File: src/rtl/cfg_seq_pkg.sv
package cfg_seq_pkg;
  typedef enum logic [2:0] {
    ST_CLEAR = 3'd0,
    ST_WAIT  = 3'd1,
    ST_LOAD  = 3'd2,
    ST_DONE  = 3'd3,
    ST_GTS   = 3'd4,
    ST_RUN   = 3'd5
  } seq_state_e;
endpackage

File: src/rtl/cfg_clear_timer.sv
module cfg_clear_timer #(
  parameter int CLEAR_CYCLES = 16
) (
  input  logic clk,
  input  logic clr,
  input  logic en,
  output logic last
);
  localparam int CW = (CLEAR_CYCLES < 2) ? 1 : $clog2(CLEAR_CYCLES);
  localparam logic [CW-1:0] LAST_VAL = CW'(CLEAR_CYCLES - 1);

  logic [CW-1:0] cnt;

  always_ff @(posedge clk) begin
    if (clr)                       cnt <= '0;
    else if (en && cnt != LAST_VAL) cnt <= cnt + 1'b1;
  end

  assign last = en && (cnt == LAST_VAL);
endmodule

File: src/rtl/cfg_load_port.sv
module cfg_load_port #(
  parameter int DATA_W = 32
) (
  input  logic              clk,
  input  logic              rst,
  input  logic              open,
  input  logic              in_valid,
  input  logic [DATA_W-1:0] in_data,
  output logic              in_ready,
  output logic              wr_valid,
  output logic [DATA_W-1:0] wr_data
);
  logic take;

  assign in_ready = open;
  assign take     = open && in_valid && !rst;

  always_ff @(posedge clk) begin
    if (rst) wr_valid <= 1'b0;
    else     wr_valid <= take;
    if (take) wr_data <= in_data;
  end
endmodule

File: src/rtl/cfg_release_ctl.sv
module cfg_release_ctl
  import cfg_seq_pkg::*;
(
  input  seq_state_e st,
  output logic       init_o,
  output logic       done_o,
  output logic       clr_strobe,
  output logic       hold_tristate,
  output logic       hold_reset,
  output logic       hold_write
);
  always_comb begin
    clr_strobe    = (st == ST_CLEAR);
    init_o        = (st != ST_CLEAR);
    done_o        = (st == ST_DONE) || (st == ST_GTS) || (st == ST_RUN);
    hold_tristate = !((st == ST_GTS) || (st == ST_RUN));
    hold_reset    = (st != ST_RUN);
    hold_write    = (st != ST_RUN);
  end
endmodule

File: src/rtl/cfg_seq_top.sv
module cfg_seq_top
  import cfg_seq_pkg::*;
#(
  parameter int DATA_W       = 32,
  parameter int CLEAR_CYCLES = 16
) (
  input  logic              clk,
  input  logic              por_req,
  input  logic              prog_req,
  input  logic              init_ext_low,
  input  logic              in_valid,
  output logic              in_ready,
  input  logic [DATA_W-1:0] in_data,
  input  logic              load_done,
  output logic              wr_valid,
  output logic [DATA_W-1:0] wr_data,
  output logic              init_o,
  output logic              done_o,
  output logic              clr_strobe,
  output logic              hold_tristate,
  output logic              hold_reset,
  output logic              hold_write
);
  seq_state_e st, st_nx;
  logic       restart;
  logic       clear_last;

  assign restart = por_req || prog_req;

  cfg_clear_timer #(.CLEAR_CYCLES(CLEAR_CYCLES)) u_timer (
    .clk  (clk),
    .clr  (restart || st != ST_CLEAR),
    .en   (st == ST_CLEAR),
    .last (clear_last)
  );

  cfg_load_port #(.DATA_W(DATA_W)) u_port (
    .clk      (clk),
    .rst      (restart),
    .open     (st == ST_LOAD),
    .in_valid (in_valid),
    .in_data  (in_data),
    .in_ready (in_ready),
    .wr_valid (wr_valid),
    .wr_data  (wr_data)
  );

  cfg_release_ctl u_rel (
    .st            (st),
    .init_o        (init_o),
    .done_o        (done_o),
    .clr_strobe    (clr_strobe),
    .hold_tristate (hold_tristate),
    .hold_reset    (hold_reset),
    .hold_write    (hold_write)
  );

  always_comb begin
    st_nx = st;
    unique case (st)
      ST_CLEAR: if (clear_last)    st_nx = ST_WAIT;
      ST_WAIT:  if (!init_ext_low) st_nx = ST_LOAD;
      ST_LOAD:  if (load_done)     st_nx = ST_DONE;
      ST_DONE:                     st_nx = ST_GTS;
      ST_GTS:                      st_nx = ST_RUN;
      ST_RUN:                      st_nx = ST_RUN;
      default:                     st_nx = ST_CLEAR;
    endcase
  end

  always_ff @(posedge clk) begin
    if (restart) st <= ST_CLEAR;
    else         st <= st_nx;
  end
endmodule

File: config.mk
export PLATFORM = sky130hd
export DESIGN_NAME = cfg_seq_top
export DESIGN_NICKNAME = d
export VERILOG_FILES = /design/src/rtl/cfg_seq_pkg.sv /design/src/rtl/cfg_clear_timer.sv /design/src/rtl/cfg_load_port.sv /design/src/rtl/cfg_release_ctl.sv /design/src/rtl/cfg_seq_top.sv
export SDC_FILE = /design/constraint.sdc
export NUM_CORES = 1
export LEC_CHECK = 0
export BUFFER_PORTS_ARGS = -buffer_cell sky130_fd_sc_hd__buf_2
export CAP_MARGIN = 20
export CORE_ASPECT_RATIO = 0.6
export CORE_MARGIN = 5
export CORE_UTILIZATION = 30
export DETAILED_ROUTE_END_ITERATION = 6
export SETUP_SLACK_MARGIN = 0.3
export SLEW_MARGIN = 20
export SYNTH_ARGS = -nofsm -noshare
export SYNTH_HDL_FRONTEND = slang
export SYNTH_SLANG_ARGS = --single-unit
File: constraint.sdc
create_clock -name clk -period 1.9 [get_ports clk]
set_input_delay 0.19 -clock clk [delete_from_list [all_inputs] [get_ports clk]]
set_output_delay 0.19 -clock clk [all_outputs]
set_load 0.005 [all_outputs]
# After elaboration in Yosys (flattened, before gate mapping)
# Index checks and enable logic that the tools add are counted.
# W data, S select, Z words.
[word_totals]
ff_bits = 40
in_bits = 38
[op_classes]
n_addsub = 1
n_eq_ne = 11
n_mux = 4
reduce_logical = 15
[ops]
columns = ["cell", "count"]
rows = [
  ["$pmux W3 S5", 1],
  ["$mux W3", 3],
  ["$eq A3 B2 Y1 const B", 2],
  ["$eq A3 B3 Y1 const B", 2],
  ["$ne A2 B2 Y1 const B", 3],
  ["$logic_or A1 B1 Y1", 5],
  ["$add A4 B1 Y4 const B", 1],
  ["$eq A4 B4 Y1 const B", 1],
  ["$logic_and A1 B1 Y1", 4],
  ["$ne A4 B4 Y1 const B", 1],
  ["$eq A3 B1 Y1 const B", 1],
  ["$logic_not A3 Y1", 1],
  ["$ne A3 B3 Y1 const B", 1],
  ["$reduce_and A3 Y1", 1],
  ["$reduce_bool A3 Y1", 1],
  ["$logic_not A1 Y1", 2],
  ["$reduce_or A2 Y1", 1],
]

# Longest topological paths before layout
# Gate-level depths: netlist of run 1.
[logic_depth]
ltp_word = 4
ltp_mapped = 4
depth_no_buf = 4

# Cells and area by module
# Synthesis of run 1 repeated with hierarchy kept, for this count alone.
[hier_totals]
cells_unflattened = 87
hier_area_um2 = 1427.6
[by_module_without_submodules]
columns = ["mod", "instances", "cells_each", "area_per_inst_um2", "seq_area_each_um2"]
rows = [
  ["cfg_load_port", 1, 36, 1006.0, 980.9],
  ["cfg_clear_timer", 1, 22, 210.2, 80.1],
  ["cfg_seq_top", 1, 22, 166.4, 60.1],
  ["cfg_release_ctl", 1, 7, 45.0, 0.0],
]

# Worst setup path before layout of run 1
# Ideal clock, no wire load.
[synth_path]
path_kind = "flip-flop to flip-flop"
from = "register st[1]"
to = "register u_port.wr_data[0], enable pin"
arrival_time_ps = 1622
slack_ps = -114
path_stages_with_launch = 3
path_buffers = 0
cell_sequence = "dfxtp_1 nor3b_1 and3_1"
[synth_between]
elab_chain_len = 3
[synth_lines]
columns = ["element", "line", "text"]
rows = [
  ["start, declared", "cfg_seq_top.sv:24", "seq_state_e st, st_nx;"],
  ["start signal, assigned", "cfg_seq_top.sv:73", "else st <= st_nx;"],
  ["$eq A3 B2 Y1", "cfg_seq_top.sv:40", ".open (st == ST_LOAD),"],
  ["via in_ready", "cfg_seq_top.sv:12", "output logic in_ready,"],
  ["$logic_and A1 B1 Y1 (2 in series)", "cfg_load_port.sv:16", "assign take = open && in_valid && !rst;"],
  ["via u_port.take", "cfg_load_port.sv:13", "logic take;"],
  ["end signal, assigned", "cfg_load_port.sv:21", "if (take) wr_data <= in_data;"],
  ["end, declared", "cfg_load_port.sv:11", "output logic [DATA_W-1:0] wr_data"],
]
# The timed path passes the listed nets, and every way through them passes these cells.
# A chain may end at the register's enable or synchronous reset.

# Worst setup path after layout of run 1
[layout_path]
from = "register st[2]"
to = "output port hold_reset"
[layout_between]
elab_chain_len = 1
[layout_lines]
columns = ["element", "line", "text"]
rows = [
  ["$ne A3 B3 Y1", "cfg_release_ctl.sv:17", "hold_reset = (st != ST_RUN);"],
  ["end, declared", "cfg_seq_top.sv:21", "output logic hold_reset,"],
]
# Every way passes these cells.

==> results of run 1 <==
[layout make-up]
type                            instances  share of cell area (%)
Sequential cell                        40                    58.7
Timing Repair Buffer                   78                    20.5
Multi-Input combinational cell         34                    12.2
Tap cell                               60                    3.91
Clock buffer                            6                    3.78
Clock inverter                          2                   0.587
Inverter                                2                   0.391
[final timing paths]
kind	endpoint	slack [ns]	startpoint	cells after the start
max	hold_reset	0.36	st[2]	3
min	u_port.wr_data[12]	0.08	in_data[12]	1
max reg2reg	u_port.wr_data[22]	0.44	st[1]	2
min reg2reg	st[1]	0.47	st[2]	1
[per-stage QoR]
stage                     std cells  utilization [%]  power (uW)
after CTS                       222             45.2        1550
after global placement          213             42.8        1010
after detailed placement        213             42.8        1020
after global routing            222             45.3        1600
after floorplan                  76                -         974
final                           222             45.3        1520
[flip-flops by register name, indices dropped and copies added, names as in the netlist]
register / cells
u_port.wr_valid: 1
u_port.wr_data: 32
st: 3
u_timer.cnt: 4
[per-layer routing]
metal	part of all wire, %	vias to the layer above	wire length (um)
li1	-	456	-
met2	51	47	1640
met5	0	-	0
met3	13	2	407
met4	0.31	0	10
met1	36	454	1170
[placed cells by master, fill, tap and decap left out, drive strengths merged]
cell,Yosys,routed
a21oi,1,1
a22oi,1,1
and2,1,1
and3,3,4
buf,1,78
clkbuf,0,6
clkinv,0,1
clkinvlp,0,1
dfxtp,8,8
edfxtp,32,32
ha,1,1
inv,2,2
mux2i,1,1
nand2,3,3
nand2b,1,1
nand3,2,2
nor2,7,7
nor3,1,1
nor3b,2,2
nor4,1,1
o2111a,1,1
o211a,1,1
o21ai,2,2
or2,1,1
or2b,1,1
or3,1,1
xnor2,1,1
[logic make-up after synthesis]
family / count (synthesis)
buffers and inverters: 3
XOR/XNOR: 1
AO/OA/AOI/OAI: 6
flip-flops: 40
adder cells (fa/ha/maj): 1
AND/OR/NAND/NOR: 24
multiplexers: 1
[worst max-delay path, delay by kind of cell, from the launching register on]
family,cells,cell delay [ns]
simple gates,2,0.57
flops,1,0.38
buf+inv,1,0.13
[report_power, final]
group,internal [uW],switching (uW)
Clock,254,269
Sequential,944,1.64
Combinational,31.6,20.7
Total,1230,292
[what timing repair did]
item,4_1_cts,5_1_grt
setup endpoints to repair,34,34
gates cloned,1,0
hold buffers,0,0
pin swaps,1,1
gates resized for setup,3,2
==> results.ini, run 1 <==
[synth]
synth_edf_count = 32
ys_top_cells_by_area = edfxtp_1, dfxtp_1, nor2_1
synth_fa_ha_area_share_pct = 0.928
synth-xor-area-share_pct = 0.649
yosysWarningCount = 0
synth_top_family_by_area = simple AND/OR/NAND/NOR gates
synth-simple-area-share_pct = 10.2
avgSynthCellArea_um2 = 17.7
ys_top_cells_by_count = edfxtp_1, dfxtp_1, nor2_1, and3_1
syn-num-nets = 115
mappedNetlistArea_um2 = 1350
async_reset_ff_share_pct = 0
synth-seq-cells = 40
synth_largest_area_cell = edfxtp_1
yosysUniqueCellTypes = 26
netlist_instances = 76
yosysTopAreaCellShare_pct = 71.2
synth_compound_area_share_pct = 3.25
synthMuxAreaShare_pct = 0.742
ys.flop_type = edfxtp_1
yosysMostFrequentCell = edfxtp_1
synth-seq-area-share_pct = 83.1

[sta]
period_needed_ns = 1.54
setup_ws_ns = 0.356
tightest_slew_ns = 0.343
setup_tns_ns = 0
hold_viol_final = 0
max_freq_ghz = 0.648
maxSlewViolCount = 0
maxSlewHeadroom_pct = 77.0
clock-skew-final_ns = 0.00731
fin_hold_ws_ns = 0.0754
finalSetupViolCount = 0
rsz0062_at_grt = false
period_share_pct = 81.3

[layout]
antenna_cells = 0
regArea_um2 = 1130
design_area_um2 = 1920
syn_to_final_growth_pct = 42.3
n_fill_cell = 405
multi_input_area_um2 = 234
drive_gt1_share_pct = 58.0
final_nets = 200

[clock_tree]
clock_path_buffers = 2
root_buffer = clkbuf_8
numCtsBuffers = 5
htree_levels = 2
cts_setup_buffers = 0
cts_tree = built
clkLatencyLatePin_ns = 0.28
clk_pin_slew_ns = 0.08
clock_sinks = 40

[placed_design]
place_congestion = 0.727
dpl.hpwl_um = 2490
dp_slack_ns = 0.220
portBuffers = 77
dpl-instance-area_um2 = 1810

[routing]
drcViolationCount = 0
routedWlPerCell_um = 14.5
drt-total-wl_um = 3230
vias = 959
antenna_left = 0
drt-pass1-iter-count = 4
drt_first_iter_violations = 23
vias_per_cell = 4.32

[die]
dieHeight_um = 61.9
die_area_um2 = 5980
rows = 18
start_util_pct = 31.9
io_pins = 78
core_um2 = 4230
die_w_um = 96.6

[power_and_ir_drop]
power.density_nw_per_um2 = 793
ir_drop_uv = 424
leakagePower_uw = 0.000814

[job]
cap_violations = 0

[worst_setup_path]
path_cells = or2b_1, or2_2, buf_2
slowest_stage = dfxtp_4
cp_max_fo = 7
cp_data_arrival_time_ns = 1.35
cp-end-kind = primary output
start_kind = flop
crit_type = reg2out
crit_path_max_incr_delay_ns = 0.38
cp.required_ns = 1.71

[global_route]
use_met1_pct = 12.7
grtUsageTotal_pct = 11.6
grt_pass1_wl_um = 4840
grt_busiest_layer = met2
grt_overflow_total = 0
grt_pass1_vias = 1027
grt_max_degree = 17
globalRouteMet3Util_pct = 6.38
use_met2_pct = 19.2
antenna_found_initial = 0

[status]
status = complete, no violations

[min_path]
holdCritPathClass = in2reg

(Power assumes the default switching activity.)
==> run 2: changes to the inputs <==
==> constraint.sdc (replaced) <==
create_clock -name clk -period 1.6 [get_ports clk]
set_input_delay 0.16 -clock clk [delete_from_list [all_inputs] [get_ports clk]]
set_output_delay 0.16 -clock clk [all_outputs]
set_load 0.005 [all_outputs]
==> run 2 against run 1 <==
Cell area rose by 7.4%. Sequential share of layout area fell by 3.8 points. Core utilization rose by 3.3 points. Routed wire length rose by 13%. Sequential power rose by 19%. Global-route usage rose by 1.4 points. Clock skew barely moved. Cell count rose by 3.6%. Clock power rose by 51%. Via count rose by 6.2%. Count of clock-buffer cells in the layout did not move. Critical path type unchanged. Largest cell class unchanged. Highest routed layer unchanged.
==> results.ini, run 2 (synthesized netlist as in run 1, its figures left out) <==
[clock_tree]
clk_pin_slew_ns = 0.08  ; about the same
htree_levels = 2  ; unchanged
root_buffer = clkbuf_8
ctsHoldBuffers = 0  ; unchanged
clock_sinks = 40  ; unchanged
numCtsBuffers = 5  ; unchanged
cts_tree = built
clock_path_buffers = 2  ; unchanged
clkLatencyLatePin_ns = 0.29  ; about the same

[placed_design]
portBuffers = 77  ; unchanged
place_congestion = 0.868  ; +19%
dpl.hpwl_um = 2510  ; +0.92%
dp_slack_ns = 0.143  ; -0.0774 ns

[routing]
drt-pass1-iter-count = 2  ; -2
routedWlPerCell_um = 15.8  ; +8.8%
drt_first_iter_violations = 13  ; -43%
drt-total-wl_um = 3640  ; +13%
vias_per_cell = 4.43  ; +2.5%
vias = 1018  ; +6.2%
antenna_left = 0  ; unchanged
drcViolationCount = 0  ; unchanged

[worst_setup_path]
path_delay_family = simple AND/OR/NAND/NOR gates
cp.required_ns = 1.44  ; -0.27 ns
crit_path_max_incr_delay_ns = 0.37  ; about the same
cp_max_fo = 4  ; -3
start_kind = flop
crit_type = reg2out
slowest_stage = dfxtp_4
cp_data_arrival_time_ns = 1.28  ; -0.07 ns
cp_num_buf_inv = 1  ; unchanged
cp-end-kind = primary output
path_cells = or2b_1, or2_4, buf_2

[job]
cap_violations = 0  ; unchanged

[power_and_ir_drop]
switchingPower_uw = 355  ; +22%
intPower_uw = 1620  ; +32%
ir_drop_uv = 510  ; +20%
seq_power_share_pct = 56.8  ; -5.3 points
power.density_nw_per_um2 = 958  ; +21%
leakagePower_uw = 0.000878  ; +7.9%
p_comb_share_pct = 3.2  ; -0.2 points
pwr-share-clk_pct = 40.0  ; +5.6 points
p_sw_share_pct = 18.0  ; -1.2 points

[sta]
maxSlewHeadroom_pct = 70.1  ; -6.9 points
clock-skew-final_ns = 0.00773  ; +0.000421 ns
max_freq_ghz = 0.695
setup_tns_ns = 0  ; unchanged
period_share_pct = 89.9
hold_viol_final = 0  ; unchanged
maxSlewViolCount = 0  ; unchanged
rsz0062_at_grt = true
setup_ws_ns = 0.162  ; -0.195 ns
finalSetupViolCount = 0  ; unchanged
tightest_slew_ns = 0.447  ; +0.104 ns
period_needed_ns = 1.44

[layout]
final_nets = 208  ; +4.0%
multi_input_area_um2 = 265  ; +13%
layout_common_cells = buf_2, edfxtp_1, nor2_1
syn_to_final_growth_pct = 52.8
top_regs = u_port.wr_data x32, u_timer.cnt x4, st x3
drive_gt1_share_pct = 61.2  ; +3.2 points
layout_commonest_cell = buf_2
largest_reg_flops = 32  ; unchanged
regArea_um2 = 1130  ; +0.33%
n_fill_cell = 400  ; -1.2%
top_register = u_port.wr_data
antenna_cells = 0  ; unchanged

[die]
start_util_pct = 31.9  ; unchanged
dieHeight_um = 61.9  ; unchanged
die_area_um2 = 5980  ; unchanged
rows = 18  ; unchanged
die_w_um = 96.6  ; unchanged
core_um2 = 4230  ; unchanged
io_pins = 78  ; unchanged

[global_route]
grt_max_degree = 13  ; -4
grt_pass1_vias = 1130  ; +10%
grtUsageTotal_pct = 13.0  ; +1.4 points
grt_overflow_total = 0  ; unchanged
antenna_found_initial = 0  ; unchanged
grt_pass1_wl_um = 5430  ; +12%

[min_path]
holdCritPathClass = in2reg

[status]
status = complete, no violations

run 2: what timing repair did:
action | 4_1_cts | 5_1_grt
pin swaps | 4 | 1
setup endpoints to repair | 38 | 39
gates resized for setup | 10 | 1
buffers inserted | 5 | 1
gates cloned | 3 | 0
run 2: area by class of cell:
class                   instances  area share (%)
clock buffers                   6            3.52
clock inverters                 2            1.70
inverters                       2           0.486
multi-input cells              36            12.9
flip-flops and latches         40            54.8
well taps                      60            3.64
repair buffers                 84            23.0
run 2: metal layers:
metal / share of wire, % / track usage, %
met5: 0 / 0
met4: 0.77 / 6.19
met3: 9.5 / 5.78
met2: 49 / 20.8
met1: 41 / 15.3
run 2: power groups by stage:
| stage | Clock [uW] | Sequential, uW | Combinational [uW] |
|---|---|---|---|
| 6_report | 790 | 1120 | 63.4 |
| 5_1_grt | 863 | 1120 | 71.7 |
| 4_1_cts | 818 | 1120 | 63.9 |
| 2_1_floorplan | 0 | 1150 | 9.30 |
| 3_3_place_gp | 0 | 1150 | 55.3 |
| 3_5_place_dp | 0 | 1150 | 60.1 |
run 2: worst paths after layout:
| kind | startpoint | end | slack [ns] | depth (start not counted) |
|---|---|---|---|---|
| hold / removal | in_data[13] | u_port.wr_data[13] | 0.04 | 1 |
| hold reg to reg | u_timer.cnt[1] | u_timer.cnt[1] | 0.56 | 2 |
| setup / recovery | st[2] | hold_reset | 0.16 | 3 |
| setup reg to reg | st[2] | u_port.wr_data[31] | 0.23 | 4 |
run 2: worst register-to-register path, cell delays in order (launching register included):
cell	delay, ns
dfxtp_4	0.36
buf_12	0.12
nor3b_4	0.16
buf_6	0.15
and3_4	0.28
run 2: per-stage QoR:
| step | hold slack [ns] | power [uW] | utilization (%) | instance area, um2 | std cells |
|---|---|---|---|---|---|
| 2_1_floorplan | 0.227 | 1160 | - | 1370 | 76 |
| 3_5_place_dp | 0.338 | 1210 | 43.2 | 1830 | 213 |
| 6_report | 0.0413 | 1970 | 48.7 | 2060 | 230 |
| 3_3_place_gp | 0.336 | 1200 | 43.2 | 1830 | 213 |
| 5_1_grt | 0.0223 | 2060 | 48.7 | 2060 | 230 |
| 4_1_cts | 0.0296 | 2000 | 48.3 | 2050 | 229 |
==> run 3: changes to the inputs <==
--- a/config.mk
+++ b/config.mk
@@ -9,8 +9,9 @@
 export CAP_MARGIN = 20
 export CORE_ASPECT_RATIO = 0.6
 export CORE_MARGIN = 5
-export CORE_UTILIZATION = 30
+export CORE_UTILIZATION = 40
 export DETAILED_ROUTE_END_ITERATION = 6
+export PLACE_DENSITY = 0.74
 export SETUP_SLACK_MARGIN = 0.3
 export SLEW_MARGIN = 20
 export SYNTH_ARGS = -nofsm -noshare
==> run 3 against run 2 <==
Clock skew hardly changed. Worst setup slack worse by 0.029 ns. Cell count is 4.8% lower. Die area is 22% lower. Global-route usage is 2.6 points higher. Clock power hardly changed. Sequential share of layout area is 0.92 points lower. Sequential power hardly changed. Highest routed layer unchanged. Core utilization is 16 points higher. First-iteration DRC count is 77% higher. Cell area is 1.7% higher. Count of clock-buffer cells in the layout stayed put. Largest cell class unchanged.
==> results.ini, run 3 (synthesized netlist as in run 1, its figures left out) <==
[status]
status = complete, no violations

[job]
cap_violations = 0  ; unchanged

[routing]
routedWlPerCell_um = 15.9  ; +0.55%
vias = 1004  ; -1.4%
antenna_left = 0  ; unchanged
drt-pass1-iter-count = 4  ; +2
drt_first_iter_violations = 23  ; +10
drcViolationCount = 0  ; unchanged
vias_per_cell = 4.58  ; +3.6%
drt-total-wl_um = 3480  ; -4.3%

[clock_tree]
clock_sinks = 40  ; unchanged
htree_levels = 2  ; unchanged
numCtsBuffers = 5  ; unchanged
clk_pin_slew_ns = 0.08  ; about the same
cts_tree = built
clock_path_buffers = 2  ; unchanged
clkLatencyLatePin_ns = 0.29  ; about the same
root_buffer = clkbuf_8

[die]
rows = 16  ; -2
dieHeight_um = 55.0  ; -11%
core_um2 = 3240  ; -23%
io_pins = 78  ; unchanged
die_area_um2 = 4670  ; -22%
die_w_um = 85.0  ; -12%
start_util_pct = 41.6  ; +9.7 points

[power_and_ir_drop]
pwr-share-clk_pct = 40.0  ; about the same
leakagePower_uw = 0.000906  ; +3.2%
seq_power_share_pct = 56.7  ; about the same
power.density_nw_per_um2 = 943  ; -1.5%
p_sw_share_pct = 18.1  ; +0.090 points
p_comb_share_pct = 3.3  ; about the same
intPower_uw = 1620  ; about the same
ir_drop_uv = 534  ; +4.6%
p_total_uw = 1980  ; +0.16%
switchingPower_uw = 357  ; +0.66%

[layout]
syn_to_final_growth_pct = 55.4
largest_reg_flops = 32  ; unchanged
layout_commonest_cell = buf_2
design_area_um2 = 2100  ; +1.7%
top_register = u_port.wr_data
final_util_pct = 64.6  ; +16 points
final_nets = 212  ; +1.9%
layout_common_cells = buf_2, edfxtp_1, buf_6
top_regs = u_port.wr_data x32, u_timer.cnt x4, st x3
n_fill_cell = 266  ; -34%
antenna_cells = 0  ; unchanged
drive_gt1_share_pct = 63.2  ; +2.0 points

[min_path]
holdCritPathClass = in2reg

[sta]
max_freq_ghz = 0.681  ; -2.0%
hold_viol_final = 0  ; unchanged
clock-skew-final_ns = 0.00724  ; -0.000488 ns
finalSetupViolCount = 0  ; unchanged
period_needed_ns = 1.47  ; +0.0293 ns
setup_tns_ns = 0  ; unchanged
rsz0062_at_grt = true
maxSlewHeadroom_pct = 70.1  ; about the same
maxSlewViolCount = 0  ; unchanged
tightest_slew_ns = 0.447  ; +0.000347 ns
period_share_pct = 91.7  ; +1.8 points
fin_hold_ws_ns = 0.0326  ; -0.00871 ns

[worst_setup_path]
cp.required_ns = 1.44  ; about the same
crit_type = reg2out
cp_data_arrival_time_ns = 1.31  ; +0.03 ns
start_kind = flop
cp-end-kind = primary output
cp_max_fo = 5  ; +1

[placed_design]
place_congestion = 0.764  ; -12%
dpl-instance-area_um2 = 1810  ; -1.0%
dpl.hpwl_um = 2280  ; -9.0%
portBuffers = 77  ; unchanged

[global_route]
grt_overflow_total = 0  ; unchanged
grt_pass1_vias = 1048  ; -7.3%
grtUsageTotal_pct = 15.6  ; +2.6 points
antenna_found_initial = 0  ; unchanged
grt_max_degree = 17  ; +4
grt_pass1_wl_um = 5180  ; -4.7%

## run 3: critical path, stage by stage, from the launching register on
cell,delay (ns)
dfxtp_4,0.37
or2b_1,0.27
or2_4,0.24
buf_2,0.14
## run 3: power groups by stage
| stage | Clock, uW | Combinational [uW] | Sequential (uW) |
|---|---|---|---|
| final | 791 | 64.7 | 1120 |
| after global routing | 885 | 71.3 | 1120 |
| after CTS | 806 | 63.4 | 1120 |
| after detailed placement | 0 | 60.7 | 1150 |
| after global placement | 0 | 55.0 | 1150 |
| after floorplan | 0 | 9.30 | 1150 |
## run 3: layout make-up
class	count	area, um2	share of cell area (%)
Tap cell	45	56.3	2.69
Clock inverter	2	35.0	1.67
Timing Repair Buffer	88	505	24.1
Multi-Input combinational cell	36	287	13.7
Sequential cell	40	1130	53.9
Clock buffer	6	72.6	3.46
Inverter	2	10.0	0.478
## run 3: final timing paths
check	startpoint	end	slack, ns	cells after the start
worst max register to register	st[2]	u_port.wr_data[28]	0.18	4
worst min-delay path	prog_req	st[1]	0.03	2
worst min register to register	st[2]	st[1]	0.46	1
worst max-delay path	st[2]	hold_reset	0.13	3
## run 3: routing by layer
layer	vias to the layer above	global-route usage, %	routed length [um]
met5	-	0	0
li1	480	-	-
met2	53	26.7	1710
met4	0	6.84	68
met1	462	17.2	1400
met3	9	7.10	304
## run 3: repair_timing
item                                    in CTS  in global routing
endpoints found under the setup margin      38                 44
pin swaps                                    2                  4
hold buffers                                 0                  0
gates resized for setup                     14                  6
setup buffers                                9                  1
endpoints found under the hold margin        0                  0
gates cloned                                 2                  1
## run 3: per-stage QoR
step | instances | setup WS, ns
detailed placement | 198 | 0.155
CTS | 217 | 0.144
finish | 219 | 0.132
global route | 219 | 0.0664
global placement | 198 | 0.219
floorplan | 76 | 0.272
